[config.mk]
export PLATFORM = sky130hd
export DESIGN_NAME = nib_core
export DESIGN_NICKNAME = d
export VERILOG_FILES = /design/src/rtl/nib_pkg.sv /design/src/rtl/nib_store.sv /design/src/rtl/nib_regfile.sv /design/src/rtl/nib_alu.sv /design/src/rtl/nib_ports.sv /design/src/rtl/nib_core.sv
export SDC_FILE = /design/constraint.sdc
export NUM_CORES = 1
export LEC_CHECK = 0
export ABC_AREA = 1
export BUFFER_PORTS_ARGS = -buffer_cell sky130_fd_sc_hd__clkbuf_2
export CORE_MARGIN = 2
export CORE_UTILIZATION = 50
export DETAILED_ROUTE_END_ITERATION = 8
export PLACE_DENSITY = 0.69
export SLEW_MARGIN = 0
export SYNTH_ARGS = -nofsm -noshare
export SYNTH_HDL_FRONTEND = slang
export SYNTH_HIERARCHICAL = 1
export SYNTH_SLANG_ARGS = --single-unit
[constraint.sdc]
create_clock -name clk -period 4.6 [get_ports clk]
set_clock_uncertainty 0.15 [all_clocks]
set_input_delay 0.23 -clock clk [delete_from_list [all_inputs] [get_ports clk]]
set_output_delay 0.23 -clock clk [all_outputs]
set_load 0.005 [all_outputs]
[src/rtl/nib_pkg.sv]
package nib_pkg;

   localparam int OP_W   = 4;
   localparam int RSEL_W = 4;
   localparam int K_W    = 4;
   localparam int WORD_W = OP_W + 2 * RSEL_W + K_W;

   localparam logic [OP_W-1:0] OPC_ADD  = 4'h1;
   localparam logic [OP_W-1:0] OPC_LDK  = 4'h2;
   localparam logic [OP_W-1:0] OPC_SUB  = 4'h3;
   localparam logic [OP_W-1:0] OPC_PUT  = 4'hC;
   localparam logic [OP_W-1:0] OPC_BRZ  = 4'hD;
   localparam logic [OP_W-1:0] OPC_GOTO = 4'hF;

   typedef enum logic [1:0] {
      FN_ADD   = 2'd0,
      FN_SUB   = 2'd1,
      FN_CONST = 2'd2
   } fn_e;

   typedef struct packed {
      logic reg_we;
      fn_e  fn;
      logic port_we;
      logic br_zero;
      logic br_always;
   } ctl_t;

   function automatic ctl_t decode_op(input logic [OP_W-1:0] op);
      ctl_t c;
      c = '{reg_we: 1'b0, fn: FN_ADD, port_we: 1'b0, br_zero: 1'b0, br_always: 1'b0};
      case (op)
         OPC_ADD:  begin c.reg_we = 1'b1; c.fn = FN_ADD;   end
         OPC_SUB:  begin c.reg_we = 1'b1; c.fn = FN_SUB;   end
         OPC_LDK:  begin c.reg_we = 1'b1; c.fn = FN_CONST; end
         OPC_PUT:  c.port_we   = 1'b1;
         OPC_BRZ:  c.br_zero   = 1'b1;
         OPC_GOTO: c.br_always = 1'b1;
         default:  ;
      endcase
      return c;
   endfunction

endpackage

[src/rtl/nib_store.sv]
module nib_store #(
   parameter int WORD_W = 16,
   parameter int DEPTH  = 32,
   localparam int AW    = $clog2(DEPTH)
) (
   input  logic              clk,
   input  logic              we,
   input  logic [AW-1:0]     waddr,
   input  logic [WORD_W-1:0] wdata,
   input  logic [AW-1:0]     raddr,
   output logic [WORD_W-1:0] rdata
);

   logic [WORD_W-1:0] mem [DEPTH];

   always_ff @(posedge clk) begin
      if (we) mem[waddr] <= wdata;
   end

   // asynchronous read: the word executed this cycle is the pre-edge content
   assign rdata = mem[raddr];

   assert_store_write_R11: assert property (@(posedge clk)
      we |=> mem[$past(waddr)] == $past(wdata));

endmodule

[src/rtl/nib_regfile.sv]
module nib_regfile #(
   parameter int DW        = 16,
   parameter int NREG      = 16,
   parameter bit CLEAR_RST = 1'b1,
   localparam int SW       = $clog2(NREG)
) (
   input  logic          clk,
   input  logic          rst_n,
   input  logic          we,
   input  logic [SW-1:0] waddr,
   input  logic [DW-1:0] wdata,
   input  logic [SW-1:0] addr_a,
   input  logic [SW-1:0] addr_b,
   output logic [DW-1:0] data_a,
   output logic [DW-1:0] data_b
);

   logic [DW-1:0] q [NREG];

   for (genvar i = 0; i < NREG; i++) begin : g_reg
      if (CLEAR_RST) begin : g_clr
         always_ff @(posedge clk or negedge rst_n) begin
            if (!rst_n)                          q[i] <= '0;
            else if (we && waddr == SW'(i))      q[i] <= wdata;
         end
      end else begin : g_keep
         logic unused_rst;
         assign unused_rst = rst_n;
         always_ff @(posedge clk) begin
            if (we && waddr == SW'(i)) q[i] <= wdata;
         end
      end

      // an entry not addressed by a write keeps its value
      assert_reg_hold_R10: assert property (@(posedge clk) disable iff (!rst_n)
         !(we && waddr == SW'(i)) |=> $stable(q[i]));
   end

   assign data_a = q[addr_a];
   assign data_b = q[addr_b];

endmodule

[src/rtl/nib_alu.sv]
module nib_alu
   import nib_pkg::*;
#(
   parameter int DW = 16,
   parameter int KW = 4
) (
   input  logic [DW-1:0] a,
   input  logic [DW-1:0] b,
   input  logic [KW-1:0] k,
   input  fn_e           fn,
   output logic [DW-1:0] result,
   output logic          a_zero
);

   always_comb begin
      case (fn)
         FN_SUB:   result = a - b;
         FN_CONST: result = DW'(k);
         default:  result = a + b;
      endcase
   end

   assign a_zero = (a == '0);

endmodule

[src/rtl/nib_ports.sv]
module nib_ports #(
   parameter int DW     = 16,
   parameter int NPORTS = 4,
   parameter int SELW   = 4
) (
   input  logic               clk,
   input  logic               rst_n,
   input  logic               we,
   input  logic [SELW-1:0]    sel,
   input  logic [DW-1:0]      data,
   output logic [NPORTS*DW-1:0] bus
);

   logic [DW-1:0] q [NPORTS];

   for (genvar i = 0; i < NPORTS; i++) begin : g_port
      always_ff @(posedge clk or negedge rst_n) begin
         if (!rst_n)                       q[i] <= '0;
         else if (we && sel == SELW'(i))   q[i] <= data;
      end
      assign bus[i*DW +: DW] = q[i];

      // a port not selected by a write keeps its value
      assert_port_hold_R4: assert property (@(posedge clk) disable iff (!rst_n)
         !(we && sel == SELW'(i)) |=> $stable(q[i]));
   end

endmodule

[src/rtl/nib_core.sv]
module nib_core
   import nib_pkg::*;
#(
   parameter int  DW        = 16,
   parameter int  DEPTH     = 32,
   parameter int  NPORTS    = 4,
   parameter bit  CLEAR_RST = 1'b1,
   localparam int PCW       = $clog2(DEPTH),
   localparam int NREG      = 1 << RSEL_W
) (
   input  logic                 clk,
   input  logic                 rst_n,
   input  logic                 run,
   input  logic                 pgm_we,
   input  logic [PCW-1:0]       pgm_addr,
   input  logic [WORD_W-1:0]    pgm_data,
   output logic [DW-1:0]        disp_value,
   output logic [NPORTS*DW-1:0] port_bus
);

   localparam logic [PCW-1:0] LAST = PCW'(DEPTH - 1);

   initial begin
      chk_depth_pow2: assert ((1 << PCW) == DEPTH)
         else $error("DEPTH must be a power of two");
      chk_target_fits: assert (PCW >= K_W)
         else $error("program counter narrower than jump constant");
      chk_ports_fit: assert (NPORTS >= 1 && NPORTS <= (1 << RSEL_W))
         else $error("NPORTS out of range for the port field");
      chk_width: assert (DW >= K_W)
         else $error("DW narrower than constant field");
   end

   logic [PCW-1:0]    pc_q;
   logic              halted_q;
   logic [WORD_W-1:0] word;
   logic [OP_W-1:0]   f_op;
   logic [RSEL_W-1:0] f_a, f_b;
   logic [K_W-1:0]    f_k;
   ctl_t              ctl;
   logic [DW-1:0]     val_a, val_b, alu_res;
   logic              a_zero, step, take;

   nib_store #(.WORD_W(WORD_W), .DEPTH(DEPTH)) u_store (
      .clk   (clk),
      .we    (pgm_we),
      .waddr (pgm_addr),
      .wdata (pgm_data),
      .raddr (pc_q),
      .rdata (word)
   );

   assign {f_op, f_a, f_b, f_k} = word;
   assign ctl  = decode_op(f_op);
   assign step = run && !halted_q;

   nib_regfile #(.DW(DW), .NREG(NREG), .CLEAR_RST(CLEAR_RST)) u_regs (
      .clk    (clk),
      .rst_n  (rst_n),
      .we     (step && ctl.reg_we),
      .waddr  (f_a),
      .wdata  (alu_res),
      .addr_a (f_a),
      .addr_b (f_b),
      .data_a (val_a),
      .data_b (val_b)
   );

   nib_alu #(.DW(DW), .KW(K_W)) u_alu (
      .a      (val_a),
      .b      (val_b),
      .k      (f_k),
      .fn     (ctl.fn),
      .result (alu_res),
      .a_zero (a_zero)
   );

   nib_ports #(.DW(DW), .NPORTS(NPORTS), .SELW(RSEL_W)) u_ports (
      .clk   (clk),
      .rst_n (rst_n),
      .we    (step && ctl.port_we),
      .sel   (f_b),
      .data  (val_a),
      .bus   (port_bus)
   );

   assign disp_value = port_bus[DW-1:0];
   assign take       = ctl.br_always || (ctl.br_zero && a_zero);

   always_ff @(posedge clk or negedge rst_n) begin
      if (!rst_n) begin
         pc_q     <= '0;
         halted_q <= 1'b0;
      end else if (step) begin
         if (pc_q == LAST) halted_q <= 1'b1;
         else if (take)    pc_q     <= PCW'(f_k);
         else              pc_q     <= pc_q + 1'b1;
      end
   end

   assert_pc_hold_R8: assert property (@(posedge clk) disable iff (!rst_n)
      !run |=> $stable(pc_q));

   assert_halt_sticky_R9: assert property (@(posedge clk) disable iff (!rst_n)
      halted_q |=> halted_q && $stable(pc_q));

   assert_goto_target_R6: assert property (@(posedge clk) disable iff (!rst_n)
      (step && ctl.br_always && pc_q != LAST) |=> pc_q == PCW'($past(f_k)));

   assert_brz_taken_R5: assert property (@(posedge clk) disable iff (!rst_n)
      (step && ctl.br_zero && val_a == '0 && pc_q != LAST) |=> pc_q == PCW'($past(f_k)));

   assert_fallthrough_R10: assert property (@(posedge clk) disable iff (!rst_n)
      (step && !ctl.br_always && !ctl.br_zero && pc_q != LAST) |=> pc_q == $past(pc_q) + 1'b1);

endmodule

## After elaboration in Yosys (flattened, before gate mapping)

Memories as Yosys holds them, arrays and structs flattened.
Index checks and enable logic that the tools add are counted.

- Output and inout port bits: 80
- Bits in latches: 0
- ROM bits: 0
- Input bits: 25
- Logic and storage cells: 103
- Memories kept: 1
- Bits in registers: 326
- RAM bits: 512

Memory list:

| name | words | width | read ports | clocked after memory_dff | write ports | RTL line | RTL |
|---|---|---|---|---|---|---|---|
| u_store.mem | 32 | 16 | 1 | 0 | 1 | nib_store.sv:14 | `logic [WORD_W-1:0] mem [DEPTH];` |

- Shift operators: 0
- Equal/unequal tests: 27
- Reductions and logical operators: 31
- Add/subtract/negate cells: 3
- Magnitude comparators: 2
- Divide/modulo/power cells: 0
- Multiplexer cells: 14
- Multipliers: 0
- Bitwise logic cells: 3

Operator list:

| cell | count |
|---|---|
| binary-select mux 16 bit (select 4 bit) | 2 |
| 2-to-1 mux 16 bit | 4 |
| equality test 4 bit (second input constant) | 11 |
| case mux 16 bit (2 select lines) | 1 |
| equality test 4 x 2 -> 1 bit (second input constant) | 6 |
| logical AND 1 bit | 24 |
| adder 16 bit | 1 |
| equality test 4 x 3 -> 1 bit (second input constant) | 4 |
| zero test 16 bit | 1 |
| subtractor 16 bit | 1 |
| equality test 4 x 1 -> 1 bit (second input constant) | 3 |
| >= comparator 5 bit (second input constant) | 2 |
| inverter 4 -> 5 bit | 2 |
| case mux 3 bit (3 select lines) | 1 |
| zero test 4 bit | 2 |
| adder 5 x 1 -> 5 bit (second input constant) | 1 |
| equality test 5 bit (second input constant) | 1 |
| 2-to-1 mux 1 bit | 5 |
| 2-to-1 mux 5 bit | 1 |
| AND reduction 2 bit | 2 |
| equality test 2 x 1 -> 1 bit (second input constant) | 1 |
| equality test 2 bit (second input constant) | 1 |
| zero test 1 bit | 1 |
| logical OR 1 bit | 1 |
| inverter 1 bit | 1 |

## Longest topological paths before layout

Gate-level depths: netlist of the first run.
An unclocked memory read counts as a cell.

- Depth after elaboration: 9
- Mapped depth: 42
- Mapped depth without buffers: 36

## Modules after synthesis

The synthesis of the first run kept the hierarchy.

By module, submodules not included:

| module | seq. area each (um2) | cells an instance | area each (um2) | instances |
|---|---|---|---|---|
| nib_store | 15374.7 | 1778 | 20981.4 | 1 |
| nib_regfile | 6406.1 | 2235 | 14799.2 | 1 |
| nib_ports | 1601.5 | 292 | 2732.6 | 1 |
| nib_alu | 0.0 | 265 | 1397.6 | 1 |
| nib_core | 150.1 | 79 | 578.1 | 1 |

## Worst setup path after synthesis of the first run

Ideal clock, no wire load.

- Path type: reg2reg
- Start point: register pc_q[0]
- End point: register u_regs/q[123] in the netlist's numbering
- Path slack: -0.180 ns
- Required time: 4.367 ns
- Library setup time: 0.083 ns
- Clock period less this slack: 4.780 ns
- Stages on the path, launching flop included: 41
- Arrival time: 4.547 ns
- Buffers on the path: 6
- Cell sequence: dfrtp_1 buf_6 inv_6 buf_8 buf_6 nand2_1 nand3_1 nand3_1 nand2_1 nand2_1 nand2_1 nand2_1 nand2_1 buf_2 clkbuf_1 nand2_1 nand3_1 nand3_1 (+5 left out) nor3_2 inv_1 o21ai_1 xor2_1 inv_1 ha_1 nand2_2 inv_1 a21oi_1 nand2_1 nand2_1 nand2_1 nand2_1 nand2_1 nor2_1 inv_1 clkbuf_1 o21ai_0

- Cells in the longest elaborated chain, start to end: 7
- Elaborated cells between the ends (all ways): 21
- Classes of those cells: 2 x add/sub; 6 x eq/ne; 8 x mux; 2 x bitwise; 2 x reduce/logical; 1 x memory

Ends and longest elaborated chain:

| what | RTL line | RTL |
|---|---|---|
| start, declared | nib_core.sv:34 | `logic [PCW-1:0] pc_q;` |
| start signal, assigned | nib_core.sv:96 | `else if (take) pc_q <= PCW'(f_k);` |
| start signal, assigned | nib_core.sv:97 | `else pc_q <= pc_q + 1'b1;` |
| memory (32 x 16 bit) (*) | -- |  |
| net word[4] | nib_core.sv:36 | `logic [WORD_W-1:0] word;` |
| inverter 4 -> 5 bit (not written as such) (*) | nib_regfile.sv:40 | `assign data_b = q[addr_b];` |
| binary-select mux 16 bit (select 4 bit) (*) | nib_regfile.sv:40 |  |
| 2-to-1 mux 16 bit (not written as such) (*) (2 in a row) | nib_regfile.sv:40 |  |
| net val_b[0] | nib_core.sv:41 | `logic [DW-1:0] val_a, val_b, alu_res;` |
| adder 16 bit or subtractor 16 bit (tied branches) | nib_alu.sv:19, nib_alu.sv:17 |  |
| case mux 16 bit (2 select lines) (*) | nib_alu.sv:16 | `case (fn)` |
| net alu_res[11] | nib_core.sv:41 |  |
| end signal, assigned by index | nib_regfile.sv:24 | `else if (we && waddr == SW'(i)) q[i] <= wdata;` |
| end, declared | nib_regfile.sv:18 | `logic [DW-1:0] q [NREG];` |

Mark *: on every way through the listed nets, which the timed path passes. The rest lies on a longest branch. The select of a mux whose other input is x is not followed.
A chain may end at the register's enable or synchronous reset.

## Final worst setup path of the first run

- Start point: register pc_q[0]
- End point: register u_regs/q[29] in the netlist's numbering

The elaborated chain is that of the path after synthesis.

==> results.sh, run 1 <==
export IMPL_netlist_area_um2=40500
export IMPL_tns_ns=-19.93
export IMPL_wl_per_cell_um=20.1
export IMPL_ant_nets=0
export IMPL_slowest_delay_ns=0.55
export IMPL_start_util_pct=50.4
export IMPL_grt_antenna_before_repair=0
export IMPL_ys_types=41
export IMPL_synth_nets=4693
export IMPL_core_area_um2=80300
export IMPL_drc=0
export IMPL_grt_pass1_wl_mm=186
export IMPL_wirelength_mm=122
export IMPL_synth_seq_cells=838
export IMPL_final_common_cell="nand2_1"
export IMPL_tritoncts="done"
export IMPL_layout_common_cells="1722 x nand2_1, 844 x nand3_1, 512 x edfxtp_1, 323 x dfrtp_1, 320 x inv_1"
export IMPL_setup_ws_ns=-0.204
export IMPL_grt_start_max_net_pins=109
export IMPL_ys_warn_count=6
export IMPL_drt_initial_drc_count=3738
export IMPL_finalHoldViolCount=0
export IMPL_num_rows=104
export IMPL_overflow=0
export IMPL_status="complete, but fails checks"
export IMPL_critPathKind="reg -> reg"
export IMPL_cts_buffers=87
export IMPL_setup_viol=174
export IMPL_nets=4968
export IMPL_firstDrtPassIters=6
export IMPL_stdcell_count=6056
export IMPL_vias_per_cell=5.62
export IMPL_ir_drop_mv=0.453
export IMPL_arrival_ns=5.23
export IMPL_cts_sinks=838
export IMPL_rsz0062_at_grt="yes"
export IMPL_dp_hpwl_mm=77.0
export IMPL_critPathMaxFanout=28
export IMPL_synth_edf_count=512
export IMPL_worst_pin_slew_ns=1.20
export IMPL_required_ns=5.02
export IMPL_synth_async_sr_flop_share_pct=38.9
export IMPL_crit_path_top_delay_cell="dfrtp_4"
export IMPL_powerDensity_nw_per_um2=327
export IMPL_die_h_um=289
export IMPL_cp_start_kind="flip-flop"
export IMPL_p_leak_nw=21.2
export IMPL_hp_class="in -> async"
export IMPL_grt_util_all_layers_pct=28.9
export IMPL_port_buffers=104
export IMPL_maxSlewViolCount=0
export IMPL_finalWorstPathRequiredPeriod_ns=4.80
export IMPL_insertion_delay_ns=0.68
export IMPL_root_buffer="clkbuf_16"
export IMPL_fp_dieW_um=289
export IMPL_dp_cells=5857
export IMPL_timing_critical_path_mode_cell="nand2_1"
export IMPL_yosysSeqAreaShare_pct=58.1
export IMPL_drv_cap=0
export IMPL_num_antenna_cells=0
export IMPL_num_vias=34000
export IMPL_clk_pin_slew_ns=0.06
export IMPL_end_kind="flip-flop"
export IMPL_htree_levels=3
export IMPL_synthCells=4649
export IMPL_max_clock_path_buffers=3
export IMPL_violations="setup timing"
export IMPL_syn_avg_cell_area_um2=8.71
export IMPL_fmax_mhz=208
export IMPL_ys_flop_type="edfxtp_1"
export IMPL_p_total_mw=15.8
export IMPL_area_growth_pct=19.3
export IMPL_dieArea_um2=83300
export IMPL_gp_congestion=0.929
export IMPL_io_pins=105
export IMPL_drive_above_1_share_pct=16.5
export IMPL_fin_crit_sh_pct=104
export IMPL_fin_util_pct=60.2
export IMPL_slew_headroom_pct=20.0
export IMPL_grt_pass1_vias=32400
export IMPL_reg2reg_depth=36
[routing by layer]
| metal | up-vias | wire length, um | GRT usage [%] |
|---|---|---|---|
| li1 | 15900 | - | - |
| met2 | 1651 | 58900 | 47.9 |
| met1 | 16200 | 48700 | 38.7 |
| met5 | - | 0 | 0 |
| met3 | 258 | 10100 | 4.43 |
| met4 | 0 | 4310 | 10.7 |
[power by group]
part / internal (mW) / leakage, nW / total, mW / switching, mW
sequential: 8.06 / 8.82 / 8.07 / 0.0125
combinational: 0.187 / 11.0 / 0.622 / 0.435
clock: 4.05 / 1.40 / 7.11 / 3.07
total: 12.3 / 21.2 / 15.8 / 3.51
[kinds of logic after synthesis]
logic type / count (synthesis) / share of synthesized area [%]
and+or+nand+nor: 2817 / 29.7
DFF: 838 / 58.1
buffers and inverters: 665 / 7.54
AOI/OAI and AO/OA: 295 / 3.71
adders and majority gates: 19 / 0.606
xor gates and xnor gates: 15 / 0.324
[registers in the layout, indices dropped and copies added, names as in the netlist]
signal / cells
u_store/mem: 512
u_regs/q: 256
u_ports/bus: 64
pc_q: 5
halted_q: 1
[synthesized netlist by cell type, types with 12 or more instances]
| cell type | count | area share [%] |
|---|---|---|
| o21ai_0 | 262 | 3.2 |
| inv_2 | 12 | 0.11 |
| buf_4 | 44 | 0.82 |
| nor2_1 | 76 | 0.70 |
| clkbuf_1 | 123 | 1.1 |
| a21oi_1 | 17 | 0.21 |
| nand2_1 | 1766 | 16 |
| edfxtp_1 | 512 | 38 |
| buf_2 | 88 | 1.1 |
| nand3_1 | 869 | 11 |
| buf_6 | 32 | 0.89 |
| nand4_1 | 66 | 1.0 |
| ha_1 | 18 | 0.56 |
| buf_1 | 23 | 0.21 |
| inv_1 | 339 | 3.1 |
| dfrtp_1 | 326 | 20 |
[final timing paths]
check | start | to | slack, ns
worst max-delay path | pc_q[0] | u_regs/q[29] | -0.20
worst min-delay path | rst_n | u_ports/bus[38] | 0.08
worst max register to register | pc_q[0] | u_regs/q[29] | -0.20
worst min register to register | halted_q | halted_q | 0.30
max in group asynchronous | rst_n | u_regs/q[238] | 3.10
min in group clk | pgm_addr[3] | u_store/mem[17][10] | 0.10
[cell type report]
type	instances	area, um^2
Fill cell	6779	32000
Sequential cell	838	23500
Multi-Input combinational cell	3146	14500
Timing Repair Buffer	499	4630
Clock buffer	105	2340
Inverter	352	1400
Tap cell	1060	1330
Clock inverter	56	548
[stage by stage]
step	area [um^2]	hold slack, ns	setup WS (ns)
floorplan	40500	-0.216	0.00265
global placement	44100	0.205	-0.468
detailed placement	44100	0.208	-0.558
CTS	47500	0.0415	-0.225
global route	48300	0.120	-0.489
finish	48300	0.0815	-0.204
[critical path: cells and delay by family, from the launching register on]
kind	cells	cell delay [ns]
AND/OR/NAND/NOR	21	1.90
adder cells (fa/ha/maj)	1	0.37
buffers and inverters	11	1.28
AO/OA/AOI/OAI	2	0.28
XOR/XNOR	1	0.15
flip-flops	1	0.55
[repair_timing]
action                                 CTS  global route
hold buffers                             5             0
gates cloned                             2             9
buffers inserted                        12            10
pin swaps                               12            40
setup endpoints to repair              207           229
resized for setup                      118           187
endpoints found under the hold margin  113             0
No activity file was read; power rests on OpenSTA's default activity.
==> run 2: changes to the inputs <==
Settings changed: CELL_PAD_IN_SITES_DETAIL_PLACEMENT from default to 1, CELL_PAD_IN_SITES_GLOBAL_PLACEMENT from default to 1, CORE_UTILIZATION 50 to 44, CTS_CLUSTER_DIAMETER from default to 120, PLACE_DENSITY 0.69 to default, PLACE_DENSITY_LB_ADDON from default to 0.1.
==> run 2 against run 1 <==
Effect of this change: the flow finishes with violations (hold timing, setup timing); cell area up 3.8%; clock-buffer cell count grew 10; sequential cell count unchanged; utilization fell by 5.3 points; final cell count rose by 3.0%; setup slack lost 0.33 ns; non-clock buffer count rose by 44; global-route usage is 0.90 points higher; wire length up 19%; largest power group unchanged.
==> results.sh, run 2 (synthesized netlist as in run 1, its figures left out) <==
export IMPL_status="complete, but fails checks"
export IMPL_violations="hold timing, setup timing"
export IMPL_ant_nets=0
export IMPL_arrival_ns=5.58
export IMPL_firstDrtPassIters=5
export IMPL_port_buffers=104
export IMPL_critPathMaxFanout=8
export IMPL_finalWorstPathRequiredPeriod_ns=5.13
export IMPL_stdcell_count=6238
export IMPL_fin_util_pct=54.9
export IMPL_layout_common_cells="1665 x nand2_1, 791 x nand3_1, 512 x edfxtp_1, 323 x dfrtp_1, 315 x inv_1"
export IMPL_whs_ns=-0.0268
export IMPL_end_kind="flip-flop"
export IMPL_grt_antenna_before_repair=0
export IMPL_ir_drop_mv=0.324
export IMPL_fp_dieW_um=307
export IMPL_cts_buffers=91
export IMPL_critPathKind="reg -> reg"
export IMPL_hp_class="in -> async"
export IMPL_drt_initial_drc_count=2622
export IMPL_grt_util_all_layers_pct=29.8
export IMPL_overflow=0
export IMPL_n_fill_cell=10500
export IMPL_final_common_cell="nand2_1"
export IMPL_slowest_delay_ns=0.57
export IMPL_num_vias=34800
export IMPL_grt_pass1_vias=35800
export IMPL_required_ns=5.04
export IMPL_vias_per_cell=5.58
export IMPL_setup_ws_ns=-0.531
export IMPL_core_area_um2=91400
export IMPL_crit_path_top_delay_cell="dfrtp_4"
export IMPL_powerDensity_nw_per_um2=320
export IMPL_p_leak_nw=21.9
export IMPL_clk_pin_slew_ns=0.06
export IMPL_drc=0
export IMPL_htree_levels=3
export IMPL_post_place_ws_ns=-0.569
export IMPL_num_rows=111
export IMPL_setup_viol=229
export IMPL_nets=5023
export IMPL_insertion_delay_ns=0.70
export IMPL_dp_cells=5986
export IMPL_die_h_um=307
export IMPL_cp_start_kind="flip-flop"
export IMPL_io_pins=105
export IMPL_gp_congestion=0.883
export IMPL_largest_reg_flops=512
export IMPL_max_clock_path_buffers=3
export IMPL_rsz0062_at_grt="yes"
export IMPL_drv_cap=0
export IMPL_root_buffer="clkbuf_16"
export IMPL_top_register="u_store/mem"
export IMPL_cts_sinks=838
export IMPL_reg2reg_depth=34
export IMPL_timing_critical_path_mode_cell="nand2_1"
export IMPL_start_util_pct=44.3
export IMPL_maxSlewViolCount=0
export IMPL_drive_above_1_share_pct=21.5
export IMPL_grt_pass1_wl_mm=215
export IMPL_area_growth_pct=23.9
export IMPL_grt_start_max_net_pins=94
export IMPL_fmax_mhz=195
export IMPL_slew_headroom_pct=8.79
export IMPL_tritoncts="done"
export IMPL_worst_pin_slew_ns=1.37
export IMPL_num_antenna_cells=0
export IMPL_finalHoldViolCount=7
export IMPL_fin_crit_sh_pct=112
export IMPL_dieArea_um2=94500
export IMPL_dp_hpwl_mm=91.9
export IMPL_wirelength_mm=146
export IMPL_wl_per_cell_um=23.4
## run 2: power breakdown
group	internal (mW)	switching [mW]	total, mW
registers	8.06	0.0136	8.07
clock network	4.07	3.18	7.25
logic	0.229	0.506	0.735
total	12.4	3.70	16.1
## run 2: through the flow
stage / total power, mW / setup TNS, ns / area [um^2]
after CTS: 16.1 / -51.43 / 48300
after global routing: 16.5 / -124.05 / 50100
after floorplan: 8.44 / 0 / 40500
after global placement: 8.82 / -54.98 / 44300
final: 16.1 / -79.31 / 50100
after detailed placement: 8.83 / -82.21 / 44300
## run 2: final timing paths
path / start / to / slack (ns)
worst max register to register: pc_q[0] / u_regs/q[62] / -0.53
max in group asynchronous: rst_n / pc_q[1] / 3.21
min in group clk: pgm_data[4] / u_store/mem[1][4] / 0.06
worst max-delay path: pc_q[0] / u_regs/q[62] / -0.53
worst min-delay path: rst_n / u_ports/bus[11] / -0.03
worst min register to register: halted_q / halted_q / 0.31
## run 2: what timing repair did
item	4_1_cts	5_1_grt
pin swaps	72	127
setup endpoints to repair	241	245
cloned	14	15
hold buffers	3	0
setup buffers	21	39
resized for setup	204	396
hold endpoints to repair	99	0
## run 2: critical path: cells and delay by family (launching register included)
| kind | cells | cell delay [ns] |
|---|---|---|
| fa+ha+maj | 1 | 0.34 |
| buf+inv | 11 | 1.64 |
| flops | 1 | 0.57 |
| compound gates | 3 | 0.38 |
| xor+xnor | 1 | 0.18 |
| simple gates | 18 | 1.73 |
## run 2: cell type report
type | count | area (um^2) | area share (%)
Sequential cell | 838 | 23500 | 46.9
Multi-Input combinational cell | 3146 | 15500 | 30.9
Timing Repair Buffer | 543 | 5250 | 10.5
Clock buffer | 115 | 2450 | 4.88
Tap cell | 1186 | 1480 | 2.96
Inverter | 352 | 1420 | 2.82
Clock inverter | 51 | 465 | 0.928
Timing Repair inverter | 7 | 61.3 | 0.122
## run 2: routing by layer
| layer | up-vias | track usage [%] | part of all wire (%) |
|---|---|---|---|
| li1 | 16000 | - | - |
| met1 | 17600 | 37.9 | 41 |
| met2 | 865 | 52.7 | 51 |
| met3 | 314 | 3.12 | 3.9 |
| met4 | 0 | 10.7 | 4.2 |
| met5 | - | 0 | 0 |
